==> src/rtl/i2c_gpio_expander.sv <==
module i2c_gpio_expander #(
  parameter logic [3:0] ADDR_HI  = 4'b0100,
  parameter bit         KEEP_PTR = 1'b0
) (
  input  logic       clk,
  input  logic       rst,
  input  logic       scl_i,
  input  logic       sda_i,
  output logic       sda_oe,
  input  logic [2:0] strap,
  input  logic [7:0] pin_i,
  output logic [7:0] pin_o,
  output logic [7:0] pin_oe
);
  typedef enum logic [2:0] {S_IDLE, S_ADDR, S_AACK, S_WR, S_WACK, S_RD, S_RACK} st_t;
  st_t st;

  logic [2:0] scl_s, sda_s;
  logic [7:0] sh, tx, out_r, pol_r, cfg_r, pin_s1, pin_s2, sel;
  logic [3:0] cnt;
  logic [1:0] ptr;
  logic       ptr_ok, rw, first, mack;

  wire scl      = scl_s[1];
  wire sda      = sda_s[1];
  wire scl_rise = scl & ~scl_s[2];
  wire scl_fall = ~scl & scl_s[2];
  wire start_c  = scl & scl_s[2] & ~sda & sda_s[2];
  wire stop_c   = scl & scl_s[2] & sda & ~sda_s[2];
  wire addr_hit = (sh[7:1] == {ADDR_HI, strap});
  wire is_cmd   = first & ~(KEEP_PTR & ptr_ok);

  always_comb
    case (ptr)
      2'd0:    sel = pin_s2 ^ pol_r;
      2'd1:    sel = out_r;
      2'd2:    sel = pol_r;
      default: sel = cfg_r;
    endcase

  assign sda_oe = (st == S_AACK) | (st == S_WACK) | ((st == S_RD) & ~tx[7]);
  assign pin_o  = out_r;
  assign pin_oe = ~cfg_r;

  always_ff @(posedge clk) begin
    if (rst) begin
      scl_s  <= 3'b111;
      sda_s  <= 3'b111;
      pin_s1 <= 8'hFF;
      pin_s2 <= 8'hFF;
      st     <= S_IDLE;
      sh     <= '0;
      tx     <= 8'hFF;
      cnt    <= '0;
      out_r  <= 8'hFF;
      pol_r  <= 8'h00;
      cfg_r  <= 8'hFF;
      ptr    <= '0;
      ptr_ok <= 1'b0;
      rw     <= 1'b0;
      first  <= 1'b0;
      mack   <= 1'b0;
    end else begin
      scl_s  <= {scl_s[1:0], scl_i};
      sda_s  <= {sda_s[1:0], sda_i};
      pin_s1 <= pin_i;
      pin_s2 <= pin_s1;
      if (start_c) begin
        st  <= S_ADDR;
        cnt <= '0;
      end else if (stop_c) begin
        st <= S_IDLE;
      end else begin
        case (st)
          S_ADDR, S_WR: begin
            if (scl_rise) begin
              sh  <= {sh[6:0], sda};
              cnt <= cnt + 4'd1;
            end else if (scl_fall && cnt == 4'd8) begin
              if (st == S_ADDR) begin
                if (addr_hit) begin
                  st <= S_AACK;
                  rw <= sh[0];
                end else begin
                  st <= S_IDLE;
                end
              end else begin
                if (is_cmd) begin
                  ptr    <= sh[1:0];
                  ptr_ok <= 1'b1;
                end else begin
                  case (ptr)
                    2'd1:    out_r <= sh;
                    2'd2:    pol_r <= sh;
                    2'd3:    cfg_r <= sh;
                    default: ;
                  endcase
                end
                st <= S_WACK;
              end
            end
          end
          S_AACK: if (scl_fall) begin
            cnt   <= '0;
            first <= 1'b1;
            if (rw) begin
              tx <= sel;
              st <= S_RD;
            end else begin
              st <= S_WR;
            end
          end
          S_WACK: if (scl_fall) begin
            cnt   <= '0;
            first <= 1'b0;
            st    <= S_WR;
          end
          S_RD: begin
            if (scl_rise) cnt <= cnt + 4'd1;
            else if (scl_fall) begin
              if (cnt == 4'd8) st <= S_RACK;
              else tx <= {tx[6:0], 1'b1};
            end
          end
          S_RACK: begin
            if (scl_rise) mack <= ~sda;
            else if (scl_fall) begin
              if (mack) begin
                tx  <= sel;
                cnt <= '0;
                st  <= S_RD;
              end else begin
                st <= S_IDLE;
              end
            end
          end
          default: ;
        endcase
      end
    end
  end
endmodule

==> config.mk <==
export PLATFORM = sky130hd
export DESIGN_NAME = i2c_gpio_expander
export DESIGN_NICKNAME = d
export VERILOG_FILES = /design/src/rtl/i2c_gpio_expander.sv
export SDC_FILE = /design/constraint.sdc
export NUM_CORES = 1
export LEC_CHECK = 0
export BUFFER_PORTS_ARGS = -buffer_cell sky130_fd_sc_hd__buf_2
export CAP_MARGIN = 25
export CORE_MARGIN = 10
export CORE_UTILIZATION = 45
export CTS_BUF_LIST = sky130_fd_sc_hd__clkbuf_16
export CTS_CLUSTER_SIZE = 40
export DETAILED_ROUTE_END_ITERATION = 12
export PLACE_DENSITY_LB_ADDON = 0.1
export SYNTH_ARGS = -nofsm -noshare
export SYNTH_HDL_FRONTEND = slang
export SYNTH_SLANG_ARGS = --single-unit
==> constraint.sdc <==
create_clock -name clk -period 2.1 [get_ports clk]
set_input_delay 0.42 -clock clk [delete_from_list [all_inputs] [get_ports clk]]
set_output_delay 0.42 -clock clk [all_outputs]
set_load 0.05 [all_outputs]
### Yosys cells after proc, flatten, opt, wreduce, memory -nomap -nowiden

Cells that the tools add are included.

* reductions and logical operators: 24
* bitwise gates (word level): 22
* multiply operators: 0
* equal/unequal tests: 34
* multiplexer cells: 35
* order comparisons: 0
* shift operators: 0
* add/subtract/negate cells: 1
* div/mod/pow operators: 0

Operator list (count)
* 2-to-1 mux 8 bit: 8
* one-hot mux 8 bit (3 select lines): 2
* 2-to-1 mux 3 bit: 12
* != test 4 bit (second input constant): 8
* AND reduction 8 bit: 3
* != test 2 bit (second input constant): 11
* AND reduction 7 bit: 3
* 2-to-1 mux 4 bit: 5
* AND reduction 10 bit: 2
* one-hot mux 3 bit (5 select lines): 1
* one-hot mux 4 bit (3 select lines): 1
* AND reduction 11 bit: 1
* NOT 1 bit: 10
* == test 3 bit (second input constant): 3
* AND 1 bit: 8
* NOT 8 bit: 1
* AND reduction 4 bit: 2
* XOR 8 bit: 1
* == test 7 x 6 -> 1 bit: 1
* nonzero test 7 bit: 1
* == test 3 x 2 -> 1 bit (second input constant): 2
* != test 2 x 1 -> 1 bit (second input constant): 3
* nonzero test 3 bit: 2
* OR reduction 2 bit: 3
* 16 further kinds: 22

* latch bits: 0
* memory bits (writable): 0
* input port bits: 15
* logic and storage cells: 132
* bits in registers: 74
* memories kept: 0
* bits in read-only memories: 0
* output and inout bits: 17

### Logic depth before layout (Yosys ltp)

Gate-level depths: netlist of the first run.

* word-level depth: 8
* gate-level depth with buffers: 9
* gate-level depth less buffers: 6

### Worst setup path after synthesis of the first run

OpenSTA, ideal clock, no wires.

* kind: register to output
* from: reg st[2]
* to: out sda_oe
* buffers on the path: 2
* arrival: 1.587 ns
* data required time: 1.680 ns
* setup slack: 0.093 ns
* cell stages (with the launch flop): 5
* cells stage by stage: dfxtp_1 > buf_2 > buf_2 > xnor2_1 > o22ai_1

* cells in the longest elaborated chain, start to end: 3
* elaborated cells on any way between the ends: 6
* classes of those cells: eq/ne: 3; bitwise: 3

Ends and longest elaborated chain
* start: declaration: RTL line 16 `st_t st;`
* start signal: assignment: RTL line 51 `st <= S_IDLE;`
* start signal: assignment: RTL line 69 `st <= S_ADDR;`
* start signal: assignment: RTL line 72 `st <= S_IDLE;`
* == test 3 x 2 -> 1 bit / == test 3 bit (equally long branches): RTL line 41 `assign sda_oe = (st == S_AACK) | (st == S_WACK) | ((st == S_RD) & ~tx[7]);`
* OR 1 bit / AND 1 bit (equally long branches): RTL line 41
* OR 1 bit (*): RTL line 41
* end: declaration: RTL line 9 `output logic sda_oe,`

Every way passes the cells marked *; elsewhere a longest branch is shown, timed or not.

### Worst setup path in the final report of the first run

Same ends and word-level chain as after synthesis.

==> results of run 1 <==
[Yosys cell counts (3+ instances only)]
| cell type | number |
|---|---|
| nor2_1 | 30 |
| inv_1 | 23 |
| buf_2 | 13 |
| clkbuf_1 | 11 |
| a311o_1 | 8 |
| xor2_1 | 4 |
| o22ai_1 | 8 |
| nand2_1 | 29 |
| mux2i_1 | 12 |
| a221o_1 | 8 |
| a21oi_1 | 33 |
| dfxtp_1 | 74 |
| nor2b_1 | 6 |
| or3b_2 | 7 |
| o31ai_1 | 3 |
| buf_1 | 3 |
| a211o_1 | 8 |
| o21ai_0 | 4 |
| nand2b_1 | 4 |
| mux2_2 | 9 |
| and2_1 | 4 |
| or2_2 | 23 |
| a211oi_1 | 3 |
| a2bb2oi_1 | 8 |
| nand4_1 | 7 |
[worst reg2reg max path, cell delays in order (launching register included)]
cell and delay, ps:
dfxtp_1 370, inv_1 70, ha_1 220, and4b_1 210
and4_2 320, buf_4 170, a311o_1 340
[layout make-up]
| type | count | area share (%) |
|---|---|---|
| sequential | 74 | 36.1 |
| tap | 102 | 3.11 |
| clock buffer | 9 | 5.48 |
| clock inverter | 6 | 2.59 |
| timing repair buffer | 49 | 7.37 |
| inverter | 23 | 2.10 |
| multi-input combinational | 259 | 43.3 |
[metrics by stage]
stage	utilization, %	total power [uW]	cells	hold WS (ps)	cell area, sq um
floorplan	-	1540	385	389	3480
global placement	49.6	1570	507	391	3770
detailed placement	49.6	1570	507	393	3770
CTS	54.0	3280	522	266	4110
global route	54.0	3360	522	274	4110
finish	54.0	3250	522	273	4110
[worst min-delay path by stage]
stage	endpoint	startpoint	slack, ps
after floorplan	pin_s2[0]$_SDFF_PP1_	pin_s1[0]$_SDFF_PP1_	390
after global placement	pin_s2[4]$_SDFF_PP1_	pin_s1[4]$_SDFF_PP1_	390
after detailed placement	pin_s2[3]$_SDFF_PP1_	pin_s1[3]$_SDFF_PP1_	390
after CTS	pin_s1[6]$_SDFF_PP1_	pin_i[6]	270
after global routing	pin_s1[1]$_SDFF_PP1_	pin_i[1]	270
final	pin_s1[6]$_SDFF_PP1_	pin_i[6]	270
[logic make-up after synthesis]
family	synth area share, %
buffers and inverters	6.40
xor gates and xnor gates	1.26
muxes	6.36
AOI/OAI and AO/OA	22.0
and+or+nand+nor	20.7
adders and majority gates	0.719
DFF	42.6
[layout by cell type (no fill, tap or decap), types with 4 or more instances in the layout]
cell	count
o21ai_0	4
or2_2	23
nand4_1	7
nor2_1	30
o22ai_1	8
xor2_1	4
buf_2	31
dfxtp_1	74
a21oi_1	33
a2bb2oi_1	8
inv_1	23
nand2_1	29
a311o_1	8
nand2b_1	4
buf_4	17
nor2b_1	6
clkbuf_16	9
mux2i_1	12
and2_1	4
a221o_1	8
mux2_2	9
or3b_2	7
a211o_1	8
[state kept, by name, summed over array words and instances (netlist names)]
signal / cells
cfg_r: 8
cnt: 4
rw: 1
st: 3
pin_s1: 8
tx: 8
ptr: 2
mack: 1
sda_s: 3
scl_s: 3
first: 1
pin_o: 8
pin_s2: 8
pol_r: 8
sh: 8
[power breakdown]
group / switching, uW / total, uW / internal (uW)
Combinational: 55.3 / 106 / 50.9
Clock: 561 / 1710 / 1150
Sequential: 9.33 / 1430 / 1420
Total: 626 / 3250 / 2620
[layer usage]
metal	GRT usage, %	vias up
li1	-	1433
met3	3.09	11
met1	20.9	1323
met2	21.6	72
met4	5.44	0
met5	0	-
[timing repair]
item	4_1_cts	5_1_grt
endpoints found under the setup margin	0	8
endpoints found under the hold margin	0	0
gates resized for setup	0	1
==> results.md, run 1 <==
- Status: completed
- Routed vias: 2,839
- GRT overflow: 0
- CTS tree: done
- Initial antenna violation count: 0
- CTS root buf: clkbuf_16
- First-pass GRT wire length: 13,800 um
- Post-synth top flop: dfxtp_1
- Hold Path Stages: 2
- Tightest Pin Transition: 576 ps
- Antenna-violating nets left: 0
- Unique masters post-synth: 59
- CORE AREA: 7610 sq um
- Syn Nets: 402
- Largest net degree at the start of global routing: 37
- Met3 WL: 422 um
- Final hold vios: 0
- CP max stage delay: 570 ps
- Max Used Layer: met4
- Critical path capture point type: output port
- Critical R2R Launch: cnt[0]$_SDFFE_PP0P_
- Drt pass-1 iters: 4
- DIE AREA: 11,700 sq um
- YS warnings: 0
- Peak supply drop: 466 uV
- Area delta synth->final: 18.0%
- Max_slew headroom: 61.4%
- Fmax: 531 MHz
- Met2 WL post-DR: 3760 um
- M1 wire length: 4180 um
- Reg clk slew, reported paths: 50 ps
- Ant. Diodes: 0
- Final net count: 433
- Crit Path Max Fanout: 10
- Vias in the first global route: 2,643
- Max H-tree Level: 3
- Startpoint Class: flip-flop
- Tcrit/Tclk final: 89.6%
- CP endpoint: sda_oe
- Port Buffers: 31
- Hold crit path type: input port to flip-flop
- WP buf/inv: 1
- Critical path type: flip-flop to output port
- Reg2Reg Capture Point: cfg_r[7]$_SDFFE_PP1P_
- Total wire length: 8470 um
- Drt wl/cell: 16.2 um
- Crit path launch: st[2]$_SDFFE_PP0P_
- Mean Syn Cell Area: 9.04 sq um
- Sequential-to-total area share from yosys stat: 42.6%
- Arr. time, crit path: 1460 ps
- Minimum clock period: 1880 ps
- Setup TNS: 0 ps
- Largest cells by area after synthesis: dfxtp_1 (43%), a21oi_1 (4.7%), or2_2 (4.1%)
- Number of synthesized flops with an enable pin: 0
- Post-DP HPWL: 5940 um
- DIE WIDTH: 108 um
- Slew Limit Fails: 0
- Combined area of the multi-input logic cells: 1780 sq um
- Dpl ws: 158 ps
- Height of the chip: 108 um
- Synth Instances: 385
- Starting density of the core: 45.8%
- Share of layout cells above drive strength 1: 26.7%
- Fill cells: 691
- Worst-skew pair later-pin latency: 320 ps
- Worst path depth: 3
- CTS Hold Bufs: 0
- Worst Reg-to-Reg Cells: 6
- Floorplan row count: 32
- Worst-path cell chain: nand2b_1, o22ai_1, buf_2
- Yosys reg bits: 74
- Unrepaired setup endpoints after global routing: no
- Synth area leader: dfxtp_1
- Post-synthesis cell area: 3480 sq um
- CTS Sinks: 74
- DR vias/cell: 5.44
- R2R setup slack: 270 ps
- Final worst slack: 218 ps
- Global Route Usage Sum: 14.8%
- WP data required: 1680 ps
- Top cell type's share of synthesized area: 42.6%
- Storage element area: 1480 sq um
- Worst path slowest cell: dfxtp_1
- Placer Congestion: 0.888
- Num CTS Buffers: 9
- Clock skew: 2.63 ps
- CTS Buffer Depth: 2
- Top Family by Delay on Critical Path: flip-flops
- IO Pins: 32
- LEAKAGE: 0.00168 uW
- Final setup viols: 0
- # Max-Cap Violations: 0
- Asr flop ratio synth: 0%
- 1st-iter DRT viols: 167
- Post CTS Setup Buffer Count: 0
- DRC: 0
- Pwr/cell area: 790 nW/um^2
No activity file was read; power rests on OpenSTA's default activity.
==> inputs of run 2 (changes only) <==
- CORE_UTILIZATION: 45 -> 40
==> run 2 against run 1 <==
Non-clock buffer count shrank 4. Clock power shrank 12%. Clock skew grew 6.4 ps. Total power shrank 6.6%. Worst hold slack is essentially flat. Combinational power shrank 5%.
==> results.md, run 2 (synthesized netlist as in run 1, its figures left out) <==
- Total wire length: 8200 um
- Arr. time, crit path: 1470 ps
- Hold endpoint: pin_s1[3]$_SDFF_PP1_
- Peak supply drop: 434 uV
- CTS Hold Bufs: 0
- Int Pwr: 2390 uW
- 1st-iter DRT viols: 255
- CTS Buffer Depth: 2
- Fin cells: 522
- Largest net degree at the start of global routing: 33
- DRC: 0
- Register share of total power: 47.2%
- First-pass GRT wire length: 13,900 um
- Area delta synth->final: 15.9%
- Post-DP HPWL: 5840 um
- Minimum clock period: 1890 ps
- Routed vias: 2,754
- LEAKAGE: 0.00164 uW
- Initial antenna violation count: 0
- Hold crit path type: input port to flip-flop
- Critical path type: flip-flop to output port
- Crit Path Max Fanout: 15
- Tightest Pin Transition: 663 ps
- Setup TNS: 0 ps
- Pwr/cell area: 752 nW/um^2
- Max H-tree Level: 3
- Worst Reg-to-Reg Cells: 7
- Vias in the first global route: 2,680
- Clock power frac: 49.4%
- Floorplan row count: 33
- DIE AREA: 12,800 sq um
- Critical R2R Launch: cnt[0]$_SDFFE_PP0P_
- Antenna-violating nets left: 0
- CTS root buf: clkbuf_16
- Switching share of total power: 21.2%
- Clock skew: 9.03 ps
- Reg clk slew, reported paths: 60 ps
- Share of layout cells above drive strength 1: 26.6%
- Fmax: 528 MHz
- Slew Limit Fails: 0
- IO Pins: 32
- Height of the chip: 113 um
- Port Buffers: 31
- Critical path capture point type: output port
- CTS tree: done
- Drt wl/cell: 15.7 um
- Status: completed
- Total net switching power: 644 uW
- Drt pass-1 iters: 4
- Hold Path Stages: 2
- DR vias/cell: 5.28
- R2R setup slack: 230 ps
- Max_slew headroom: 55.7%
- Crit path launch: st[2]$_SDFFE_PP0P_
- Final hold vios: 0
- Placer Congestion: 0.840
- Num CTS Buffers: 9
- Post-CTS sizing: 1
- Reg2Reg Capture Point: cfg_r[1]$_SDFFE_PP1P_
- # Max-Cap Violations: 0
- CTS Sinks: 74
- Dpl cells: 506
- Most frequent cells in the layout: dfxtp_1 (72), a21oi_1 (33), buf_2 (31), nor2_1 (30), nand2_1 (29)
- Final setup viols: 0
- Fill cells: 826
- Unrepaired setup endpoints after global routing: no
- Final net count: 429
- Post CTS Setup Buffer Count: 0
- Tcrit/Tclk final: 90.2%
- Leading cell type in the layout, fill and taps excluded: dfxtp_1
- Startpoint Class: flip-flop
- DIE WIDTH: 113 um
- CORE AREA: 8340 sq um
- WP data required: 1680 ps
- Ant. Diodes: 0
- Global Route Usage Sum: 13.1%
- GRT overflow: 0
- Worst-skew pair later-pin latency: 330 ps
- Hold_sp: pin_i[3]
- Starting density of the core: 41.7%
- Comb pwr share: 3.3%
-- run 2: layout make-up --
cell class                 count  area, sq um  share of cell area [%]
inverter                      23         86.3                    2.14
timing repair buffer          45          260                    6.45
multi-input combinational    259         1780                    44.0
sequential                    74         1480                    36.8
clock inverter                 7         71.3                    1.77
tap                          105          131                    3.26
clock buffer                   9          225                    5.58
-- run 2: layer usage --
metal / vias up / global-route usage (%) / wire (um)
met5: - / 0 / 0
met4: 0 / 5.08 / 61
met3: 4 / 2.91 / 387
li1: 1430 / - / -
met1: 1268 / 18.8 / 4290
met2: 52 / 18.2 / 3460
-- run 2: critical path, cell delays in order, from the launching register on --
cell	delay (ps)
dfxtp_2	500
buf_4	200
xnor2_1	60
o22ai_1	110
buf_2	280
-- run 2: worst max-delay path by stage --
stage / end / slack (ps) / cells past startpoint
after global routing: sda_oe / 90 / 4
after floorplan: sda_oe / 90 / 4
after detailed placement: tx[2]$_SDFFE_PP1P_ / 220 / 4
after global placement: tx[1]$_SDFFE_PP1P_ / 190 / 4
final: sda_oe / 210 / 4
after CTS: sda_oe / 120 / 4
-- run 2: through the flow --
stage	hold WS, ps	worst slack [ps]	total power [uW]	area [sq um]	utilization [%]
6_report	273	206	3030	4040	48.4
5_1_grt	262	85.7	3140	4040	48.4
4_1_cts	262	123	3080	4030	48.4
3_5_place_dp	392	216	1570	3740	44.8
3_3_place_gp	392	193	1570	3740	44.8
2_1_floorplan	389	92.7	1540	3480	-
-- run 2: power groups by stage --
stage / Clock [uW] / Combinational, uW / Sequential [uW]
2_1_floorplan: 0 / 75.6 / 1460
3_3_place_gp: 0 / 101 / 1460
3_5_place_dp: 0 / 102 / 1460
4_1_cts: 1540 / 103 / 1430
5_1_grt: 1590 / 113 / 1440
6_report: 1500 / 101 / 1430
